File: config.mk
export PLATFORM = sky130hd
export DESIGN_NAME = dma_desc_engine
export DESIGN_NICKNAME = d
export VERILOG_FILES = /design/src/rtl/dma_pkg.sv /design/src/rtl/dma_regs.sv /design/src/rtl/dma_ctrl.sv /design/src/rtl/dma_desc_engine.sv
export SDC_FILE = /design/constraint.sdc
export NUM_CORES = 1
export LEC_CHECK = 0
export ABC_AREA = 0
export BUFFER_PORTS_ARGS = -buffer_cell sky130_fd_sc_hd__buf_4
export CORE_ASPECT_RATIO = 0.75
export CORE_MARGIN = 5
export CORE_UTILIZATION = 50
export CTS_BUF_LIST = sky130_fd_sc_hd__clkbuf_8
export DETAILED_ROUTE_END_ITERATION = 6
export PLACE_DENSITY = 0.73
export SLEW_MARGIN = 20
export SYNTH_ARGS = -nofsm -noshare
export SYNTH_HDL_FRONTEND = slang
export SYNTH_SLANG_ARGS = --single-unit
File: constraint.sdc
create_clock -name clk_i -period 6 [get_ports clk_i]
set_input_delay 1.8 -clock clk_i [delete_from_list [all_inputs] [get_ports clk_i]]
set_output_delay 1.8 -clock clk_i [all_outputs]
set_load 0.005 [all_outputs]
File: src/rtl/dma_pkg.sv
package dma_pkg;
  typedef enum logic [2:0] {
    ST_IDLE, ST_FETCH, ST_RD, ST_WR, ST_DONE
  } dma_state_e;

  localparam logic [1:0] REG_PTR  = 2'd0;
  localparam logic [1:0] REG_STAT = 2'd1;

  localparam int unsigned STAT_BUSY = 0;
  localparam int unsigned STAT_IRQ  = 1;
  localparam int unsigned STAT_OVR  = 2;

  localparam int unsigned MODE_FWD = 0;
  localparam int unsigned MODE_FIX = 1;

  localparam int unsigned DESC_WORDS = 4;
endpackage

File: src/rtl/dma_regs.sv
module dma_regs
  import dma_pkg::*;
#(
  parameter int unsigned AW = 32
) (
  input  logic          clk_i,
  input  logic          rst_ni,
  input  logic          reg_wr_i,
  input  logic [1:0]    reg_addr_i,
  input  logic [31:0]   reg_wdata_i,
  output logic [31:0]   reg_rdata_o,
  input  logic          busy_i,
  input  logic          done_i,
  output logic          start_o,
  output logic [AW-1:0] ptr_o,
  output logic          irq_o,
  output logic          ovr_o
);
  logic [AW-1:0] ptr_q;
  logic          irq_q, ovr_q;
  logic          wr_ptr, wr_stat;

  assign wr_ptr  = reg_wr_i && (reg_addr_i == REG_PTR);
  assign wr_stat = reg_wr_i && (reg_addr_i == REG_STAT);
  assign start_o = wr_ptr && !busy_i;

  always_ff @(posedge clk_i or negedge rst_ni) begin
    if (!rst_ni) begin
      ptr_q <= '0;
      irq_q <= 1'b0;
      ovr_q <= 1'b0;
    end else begin
      if (start_o) ptr_q <= reg_wdata_i[AW-1:0];
      // set wins over a same-cycle clear
      if (done_i) irq_q <= 1'b1;
      else if (wr_stat && reg_wdata_i[STAT_IRQ]) irq_q <= 1'b0;
      if (wr_ptr && busy_i) ovr_q <= 1'b1;
      else if (wr_stat && reg_wdata_i[STAT_OVR]) ovr_q <= 1'b0;
    end
  end

  always_comb begin
    reg_rdata_o = '0;
    unique case (reg_addr_i)
      REG_PTR:  reg_rdata_o[AW-1:0] = ptr_q;
      REG_STAT: begin
        reg_rdata_o[STAT_BUSY] = busy_i;
        reg_rdata_o[STAT_IRQ]  = irq_q;
        reg_rdata_o[STAT_OVR]  = ovr_q;
      end
      default: reg_rdata_o = '0;
    endcase
  end

  assign ptr_o = ptr_q;
  assign irq_o = irq_q;
  assign ovr_o = ovr_q;
endmodule

File: src/rtl/dma_ctrl.sv
module dma_ctrl
  import dma_pkg::*;
#(
  parameter int unsigned AW    = 32,
  parameter int unsigned CNT_W = 16
) (
  input  logic          clk_i,
  input  logic          rst_ni,
  input  logic          start_i,
  input  logic [AW-1:0] ptr_i,
  output logic          busy_o,
  output logic          done_o,
  output logic          bus_req_o,
  input  logic          bus_gnt_i,
  output logic          bus_we_o,
  output logic          bus_size_o,
  output logic [AW-1:0] bus_addr_o,
  output logic [31:0]   bus_wdata_o,
  input  logic [31:0]   bus_rdata_i
);
  localparam int unsigned IDX_W = $clog2(DESC_WORDS);

  dma_state_e       state_q;
  logic [IDX_W-1:0] idx_q;
  logic             gap_q, fix_q, acc, in_acc;
  logic [AW-1:0]    rd_ptr_q, wr_ptr_q;
  logic [CNT_W-1:0] cnt_q, cnt_new;
  logic [7:0]       byte_q;

  assign in_acc    = (state_q == ST_FETCH) || (state_q == ST_RD) || (state_q == ST_WR);
  assign bus_req_o = in_acc && !gap_q;
  assign acc       = bus_req_o && bus_gnt_i;
  assign cnt_new   = bus_rdata_i[CNT_W-1:0];

  always_comb begin
    bus_we_o    = (state_q == ST_WR);
    bus_size_o  = (state_q == ST_FETCH);
    bus_wdata_o = {24'b0, byte_q};
    unique case (state_q)
      ST_FETCH: bus_addr_o = ptr_i + AW'({idx_q, 2'b00});
      ST_RD:    bus_addr_o = rd_ptr_q;
      ST_WR:    bus_addr_o = wr_ptr_q;
      default:  bus_addr_o = '0;
    endcase
  end

  always_ff @(posedge clk_i or negedge rst_ni) begin
    if (!rst_ni) begin
      state_q  <= ST_IDLE;
      idx_q    <= '0;
      gap_q    <= 1'b0;
      fix_q    <= 1'b0;
      rd_ptr_q <= '0;
      wr_ptr_q <= '0;
      cnt_q    <= '0;
      byte_q   <= '0;
    end else begin
      gap_q <= acc;  // give the bus back for one cycle after each access
      unique case (state_q)
        ST_IDLE: if (start_i) begin
          state_q <= ST_FETCH;
          idx_q   <= '0;
        end
        ST_FETCH: if (acc) begin
          idx_q <= idx_q + 1'b1;
          unique case (idx_q)
            2'd0: rd_ptr_q <= bus_rdata_i[AW-1:0];
            2'd1: wr_ptr_q <= bus_rdata_i[AW-1:0];
            2'd2: begin
              fix_q <= bus_rdata_i[MODE_FIX];
              if (!bus_rdata_i[MODE_FWD]) begin
                rd_ptr_q <= wr_ptr_q;
                wr_ptr_q <= rd_ptr_q;
              end
            end
            default: begin
              cnt_q   <= cnt_new;
              state_q <= (cnt_new == '0) ? ST_DONE : ST_RD;
            end
          endcase
        end
        ST_RD: if (acc) begin
          byte_q  <= bus_rdata_i[7:0];
          if (!fix_q) rd_ptr_q <= rd_ptr_q + AW'(1);
          state_q <= ST_WR;
        end
        ST_WR: if (acc) begin
          wr_ptr_q <= wr_ptr_q + AW'(1);
          cnt_q    <= cnt_q - 1'b1;
          state_q  <= (cnt_q == CNT_W'(1)) ? ST_DONE : ST_RD;
        end
        ST_DONE: state_q <= ST_IDLE;
        default: state_q <= ST_IDLE;
      endcase
    end
  end

  assign busy_o = (state_q != ST_IDLE);
  assign done_o = (state_q == ST_DONE);
endmodule

File: src/rtl/dma_desc_engine.sv
module dma_desc_engine
  import dma_pkg::*;
#(
  parameter int unsigned AW    = 32,
  parameter int unsigned CNT_W = 16
) (
  input  logic          clk_i,
  input  logic          rst_ni,
  input  logic          reg_wr_i,
  input  logic [1:0]    reg_addr_i,
  input  logic [31:0]   reg_wdata_i,
  output logic [31:0]   reg_rdata_o,
  output logic          bus_req_o,
  input  logic          bus_gnt_i,
  output logic          bus_we_o,
  output logic          bus_size_o,
  output logic [AW-1:0] bus_addr_o,
  output logic [31:0]   bus_wdata_o,
  input  logic [31:0]   bus_rdata_i,
  output logic          irq_o
);
  logic          busy, done, start, ovr;
  logic [AW-1:0] ptr;

  dma_regs #(.AW(AW)) u_regs (
    .clk_i, .rst_ni, .reg_wr_i, .reg_addr_i, .reg_wdata_i, .reg_rdata_o,
    .busy_i(busy), .done_i(done), .start_o(start), .ptr_o(ptr),
    .irq_o, .ovr_o(ovr)
  );

  dma_ctrl #(.AW(AW), .CNT_W(CNT_W)) u_ctrl (
    .clk_i, .rst_ni, .start_i(start), .ptr_i(ptr),
    .busy_o(busy), .done_o(done),
    .bus_req_o, .bus_gnt_i, .bus_we_o, .bus_size_o,
    .bus_addr_o, .bus_wdata_o, .bus_rdata_i
  );
endmodule

==> qor.csv, run 1 <==
stage,metric,value,unit
floorplan,# rows,43,
timing,worst slew pin tran,1.074,ns
yosys,Yosys warnings,0,
clocking,TritonCTS buffer count,17,
route,Vias/cell,6.228,
floorplan,Die Span Y,128.2,µm
power_and_ir_drop,Pwr Density,506.5,nW/µm²
timing,clock skew,0.01552,ns
final_layout,Filler Cell Count,1691,
power_and_ir_drop,maximum VDD drop,0.3348,mV
clocking,CTS H-tree depth,4,
power_and_ir_drop,Clock Power Share,0.151,
final_layout,"Core Util, Final",0.5876,
route,DRC errors left,0,
timing,Rel. slew slack,0.2775,
power_and_ir_drop,Static Leak,4.435,nW
yosys,Yosys cell types,67,
global_routing,pin count of the biggest net entering global routing,85,
route,post-DR wirelength/cell,19.33,µm
timing,RSZ-0062 raised after global routing,no,
yosys,ranking of synthesized cells by area,"dfrtp_1 (35%), mux2_2 (6.4%), a21oi_1 (5.6%), o21ai_0 (4.4%), nand3_1 (3.7%)",
yosys,"FF+latch count, synth",129,
timing,Slew Limit Fails,0,
route,routed vias,9142,
yosys,Synth top area share,0.3467,
placed_design,GP Congestion,0.9151,
timing,Max Freq,0.1934,GHz
clocking,post-CTS sizing,0,
global_routing,initial antenna violation count,1,
placed_design,Post-DP HPWL,20.19,mm
timing,Final Cycle Share,0.8620,
final_layout,"commonest non-fill, non-tap cells in the layout","buf_4 (161), dfrtp_1 (129), a21oi_1 (105)",
floorplan,I/O pins,170,
clocking,Clock transition at path regs,0.08,ns
global_routing,first-pass GRT wire length,45.23,mm
clocking,"Clk Latency, worst-skew pair",0.46,ns
setup_path,worst setup path category,register to output port,
global_routing,number of global-route vias before repair,8538,
yosys,Cells after Synth,1115,
yosys,"Seq/Total Area, Yosys",0.3467,
floorplan,total die area,21480,µm²
power_and_ir_drop,share of power burned in combinational logic,0.505,
route,drt pass-1 iters,6,
power_and_ir_drop,P_sw,2.530,mW
placed_design,Port Buffer Count,145,
route,Final ANT Viol Nets,0,
power_and_ir_drop,Reg power frac,0.344,
outcome,status,finished clean,
yosys,Mean Syn Cell Area,8.351,µm²
setup_path,Worst Setup Start Kind,register,
clocking,clock sink total,129,
floorplan,core area,18400,µm²
timing,Final Critical Period,5.172,ns
route,routed wire length,28.38,mm
flow_run,max-cap viol count,0,
global_routing,Overall Global Routing Usage,0.2591,
final_layout,"most common cell after layout, fill and taps aside",buf_4,
route,iteration-0 DRC count of the detailed router,1143,
yosys,"Top FF cell, synth",dfrtp_1,
floorplan,die width,167.6,µm
timing,Final TNS setup,0,ns
timing,Finish-stage setup viols,0,
clocking,CTS tree,yes,
clocking,Post-CTS Setup Repair Bufs,0,
yosys,dominant cell type by area after synthesis,dfrtp_1,
final_layout,Nets,1288,
final_layout,ant diodes,0,
floorplan,initial core utilization,0.5061,
yosys,Post-synth ARST share,1.000,
clocking,"Hold-fix buffers, CTS",0,
power_and_ir_drop,Sw Ratio,0.4619,
global_routing,remaining global-route overflow,0,
clocking,root buf cell,clkbuf_8,
clocking,Max Root-Sink Buffers,2,
setup_path,Worst setup EP type,output port,
yosys,Post-synth EDFFs,0,
hold_path,worst min path class,register to register,
final_layout,synthesis-to-layout area growth,16.11,%
setup_path,crit path DAT,3.37,ns
yosys,Mapped Area,9311,µm²
setup_path,worst-path maximum fanout,8,
power_and_ir_drop,cell-internal power,2.946,mW
final_layout,layout cells sized above 1,0.2154,
timing,Fin. Hold Viols,0,
setup_path,Critical Path RT,4.20,ns
registers in the layout (all words and copies together), names as in the netlist:
name,cells
u_ctrl.rd_ptr_q,32
u_ctrl.wr_ptr_q,32
u_regs.ptr_o,32
u_ctrl.cnt_q,16
u_ctrl.byte_q,8
u_ctrl.state_q,3
u_ctrl.idx_q,2
u_ctrl.fix_q,1
u_ctrl.gap_q,1
u_regs.irq_o,1
u_regs.ovr_o,1
cells in the mapped netlist, drive strengths merged, types with 16 or more instances:
cell type    n
a211oi      18
a21oi      105
a22oi       30
and2        38
and3        20
buf         46
clkbuf      64
dfrtp      129
inv         16
mux2        53
mux2i       23
nand2       79
nand2b      18
nand3       68
nand4       30
nor2        70
nor3        24
nor4        17
o21ai       81
xor2        19
logic make-up (layout without fill, tap and decap cells):
kind of cell / after synthesis / count (layout) / share of synthesized area
DFF: 129 / 129 / 0.3467
muxes: 76 / 76 / 0.08882
AOI/OAI and AO/OA: 334 / 334 / 0.2282
adders and majority gates: 10 / 10 / 0.01424
and+or+nand+nor: 410 / 410 / 0.2299
xor gates and xnor gates: 28 / 28 / 0.02634
buffers and inverters: 127 / 210 / 0.06544
other: 1 / 24 / 0.0004027
metal layers:
layer / track usage / vias up / share of wire
met5: 0 / - / 0.00042
met4: 0.07252 / 2 / 0.023
met3: 0.06165 / 55 / 0.082
met2: 0.3956 / 451 / 0.46
met1: 0.3696 / 4354 / 0.44
li1: - / 4280 / -
through the flow:
step | setup slack, ns | hold WS, ns | instances | power, mW | area [µm²]
CTS | 0.8451 | 0.5139 | 1468 | 5.447 | 10810
global placement | 1.456 | 0.4909 | 1436 | 4.560 | 10380
global route | 0.6169 | 0.5417 | 1468 | 5.885 | 10810
floorplan | 1.480 | 0.4681 | 1138 | 3.613 | 9398
detailed placement | 1.364 | 0.4957 | 1436 | 4.615 | 10380
finish | 0.8283 | 0.5094 | 1468 | 5.476 | 10810
power by group through the flow:
stage	Clock, mW	Combinational, mW	Sequential, mW
final	0.825	2.77	1.88
after global routing	0.877	3.06	1.95
after CTS	0.835	2.75	1.86
after detailed placement	0	2.74	1.88
after global placement	0	2.69	1.87
after floorplan	0	2.00	1.62
worst max-delay path, cell delays in order, from the launching register on:
cell,delay [ns]
dfrtp_1,0.41
ha_1,0.18
inv_1,0.05
fa_1,0.41
nand4b_1,0.31
nor4_2,0.78
nand2_1,0.14
xor2_1,0.19
o221ai_1,0.26
buf_4,0.17
path summary, 6_finish.rpt:
check | from | end | slack, ns | cells past startpoint
max in group asynchronous | rst_ni | u_ctrl.gap_q$_DFF_PN0_ | 3.61 | 2
max reg2reg | u_ctrl.state_q[1]$_DFFE_PN0P_ | u_ctrl.rd_ptr_q[13]$_DFFE_PN0P_ | 2.73 | 5
min reg2reg | u_regs.ovr_o$_DFFE_PN0P_ | u_regs.ovr_o$_DFFE_PN0P_ | 0.51 | 2
max | u_ctrl.idx_q[0]$_DFFE_PN0P_ | bus_addr_o[24] | 0.83 | 9
min | u_regs.ovr_o$_DFFE_PN0P_ | u_regs.ovr_o$_DFFE_PN0P_ | 0.51 | 2
min in group asynchronous | rst_ni | u_ctrl.wr_ptr_q[30]$_DFFE_PN0P_ | 1.36 | 1
final cells by class:
cell class | count | area [µm²] | area share
multi-input cells | 882 | 5574 | 0.5156
clock buffers | 18 | 247.7 | 0.02291
flip-flops and latches | 129 | 3228 | 0.2986
inverters | 17 | 63.81 | 0.005902
clock inverters | 14 | 180.2 | 0.01666
repair buffers | 161 | 1209 | 0.1118
well taps | 247 | 309.0 | 0.02858
(Power assumes the default switching activity.)
==> run 2: changes to the inputs <==
- BUFFER_PORTS_ARGS: -buffer_cell sky130_fd_sc_hd__buf_4 -> not set
- DONT_BUFFER_PORTS: not set -> 1
- PLACE_DENSITY: 0.73 -> not set
==> run 2 against run 1 <==
Against the previous run: clock power increased by 5.0%; flip-flop and latch count unchanged; combinational power decreased by 16%; largest cell class unchanged; sequential power increased by 3%; non-clock buffer count decreased by 146; largest power group unchanged; wire length decreased by 0.50%.
==> qor.csv, run 2 (synthesis results as in run 1) <==
stage,metric,value,unit
floorplan,Die Span Y,128.2,µm
final_layout,Nets,1142,
setup_path,Worst path slowest cell,nor4_2,
clocking,"Clk Latency, worst-skew pair",0.46,ns
power_and_ir_drop,Static Leak,3.729,nW
global_routing,Overall Global Routing Usage,0.2585,
timing,Finish-stage setup viols,0,
setup_path,Worst setup EP type,output port,
global_routing,number of global-route vias before repair,8012,
setup_path,buffers and inverters on the worst path,1,
clocking,root buf cell,clkbuf_8,
global_routing,initial antenna violation count,0,
clocking,TritonCTS buffer count,17,
final_layout,layout cells sized above 1,0.1052,
route,routed wire length,28.23,mm
route,Final ANT Viol Nets,0,
placed_design,Placed Area,9298,µm²
setup_path,Worst Setup Start Kind,register,
clocking,"Hold-fix buffers, CTS",0,
clocking,Clock transition at path regs,0.08,ns
global_routing,remaining global-route overflow,0,
floorplan,core area,18400,µm²
clocking,CTS tree,yes,
route,routed vias,8501,
floorplan,total die area,21480,µm²
setup_path,worst setup path category,register to output port,
setup_path,critical path cell sequence,ha_1 > inv_1 > fa_1 > nand4b_1 > nor4_2 > nand3_1 > xor2_1 > o21ai_0,
hold_path,worst min path class,register to register,
setup_path,"CP delay by family, top",simple AND/OR/NAND/NOR gates,
global_routing,pin count of the biggest net entering global routing,130,
floorplan,die width,167.6,µm
final_layout,"most common cell after layout, fill and taps aside",dfrtp_1,
clocking,clock sink total,129,
route,Vias/cell,6.435,
floorplan,# rows,43,
route,DRC errors left,0,
setup_path,Critical Path RT,4.20,ns
power_and_ir_drop,maximum VDD drop,0.3338,mV
timing,worst slew pin tran,1.188,ns
floorplan,I/O pins,170,
outcome,status,finished clean,
timing,Slew Limit Fails,0,
final_layout,"commonest non-fill, non-tap cells in the layout","dfrtp_1 (129), a21oi_1 (105), nand2_1 (79), o21ai_0 (79)",
setup_path,crit path DAT,3.28,ns
timing,Max Freq,0.1969,GHz
flow_run,max-cap viol count,0,
placed_design,Post-DP HPWL,20.02,mm
floorplan,initial core utilization,0.5061,
route,post-DR wirelength/cell,21.37,µm
timing,clock skew,0.01248,ns
clocking,CTS H-tree depth,4,
timing,Fin. Hold Viols,0,
timing,Final TNS setup,0,ns
timing,Rel. slew slack,0.2004,
final_layout,ant diodes,0,
timing,Final Cycle Share,0.8463,
final_layout,fin area,9741,µm²
setup_path,"Largest stage delay, worst path",0.73,ns
route,iteration-0 DRC count of the detailed router,732,
final_layout,synthesis-to-layout area growth,4.609,%
timing,RSZ-0062 raised after global routing,no,
timing,Final Critical Period,5.078,ns
clocking,post-CTS sizing,0,
global_routing,first-pass GRT wire length,44.76,mm
power_and_ir_drop,Pwr Density,527.4,nW/µm²
clocking,Max Root-Sink Buffers,2,
clocking,Post-CTS Setup Repair Bufs,0,
placed_design,Port Buffer Count,0,
placed_design,GP Congestion,0.8636,
setup_path,worst-path maximum fanout,8,
route,drt pass-1 iters,5,
-- run 2: changes by cell type in the layout (fill, tap and decap cells not counted), sizes merged --
cell    change
clkinv      -3
bufinv      +2
buf       -146
-- run 2: final timing paths --
kind,startpoint,slack (ns),to,cells after the start
setup / recovery,u_ctrl.idx_q[0]$_DFFE_PN0P_,0.92,bus_addr_o[18],8
hold reg to reg,u_regs.ovr_o$_DFFE_PN0P_,0.53,u_regs.ovr_o$_DFFE_PN0P_,2
min in group asynchronous,rst_ni,1.03,u_ctrl.byte_q[6]$_DFFE_PN0P_,0
hold / removal,u_regs.ovr_o$_DFFE_PN0P_,0.53,u_regs.ovr_o$_DFFE_PN0P_,2
setup reg to reg,u_ctrl.state_q[0]$_DFFE_PN0P_,2.43,u_ctrl.rd_ptr_q[24]$_DFFE_PN0P_,5
max in group asynchronous,rst_ni,4.78,u_ctrl.rd_ptr_q[17]$_DFFE_PN0P_,0
-- run 2: report_power, final --
part           total (mW)  leakage [nW]  internal [mW]  switching (mW)
Sequential           1.94          1.55           1.26           0.675
Clock               0.866         0.228          0.498           0.369
Combinational        2.33          1.95          0.971            1.36
-- run 2: per-stage QoR --
stage / utilization / worst slack, ns / hold WS (ns) / total power, mW / instances
after floorplan: - / 1.480 / 0.4681 / 3.613 / 1138
after global placement: 0.5053 / 1.487 / 0.4946 / 4.230 / 1290
after detailed placement: 0.5053 / 1.439 / 0.5147 / 4.260 / 1290
after CTS: 0.5294 / 0.9131 / 0.5359 / 5.136 / 1321
after global routing: 0.5294 / 0.7104 / 0.5645 / 5.539 / 1321
final: 0.5294 / 0.9219 / 0.5348 / 5.137 / 1321
-- run 2: layout make-up --
| cell class | instances | area (µm²) |
|---|---|---|
| clock buffers | 18 | 247.7 |
| clock inverters | 13 | 195.2 |
| fillers | 1786 | 8660 |
| inverters | 17 | 63.81 |
| multi-input cells | 882 | 5584 |
| flip-flops and latches | 129 | 3228 |
| well taps | 247 | 309.0 |
| repair buffers | 15 | 112.6 |
-- run 2: routing by layer --
metal,track usage,vias to the layer above,routed length [µm]
met5,0,-,0
met4,0.07252,0,533
met3,0.05117,32,1836
met2,0.4172,322,13310
met1,0.3571,4163,12550
li1,-,3984,-
-- run 2: worst reg2reg max path, cell delays in order (launching register included) --
cell and delay [ns]:
dfrtp_1 1.08, or3b_1 0.82, o32ai_4 0.49, nand2_1 0.60, a21oi_1 0.32, a2bb2oi_1 0.19
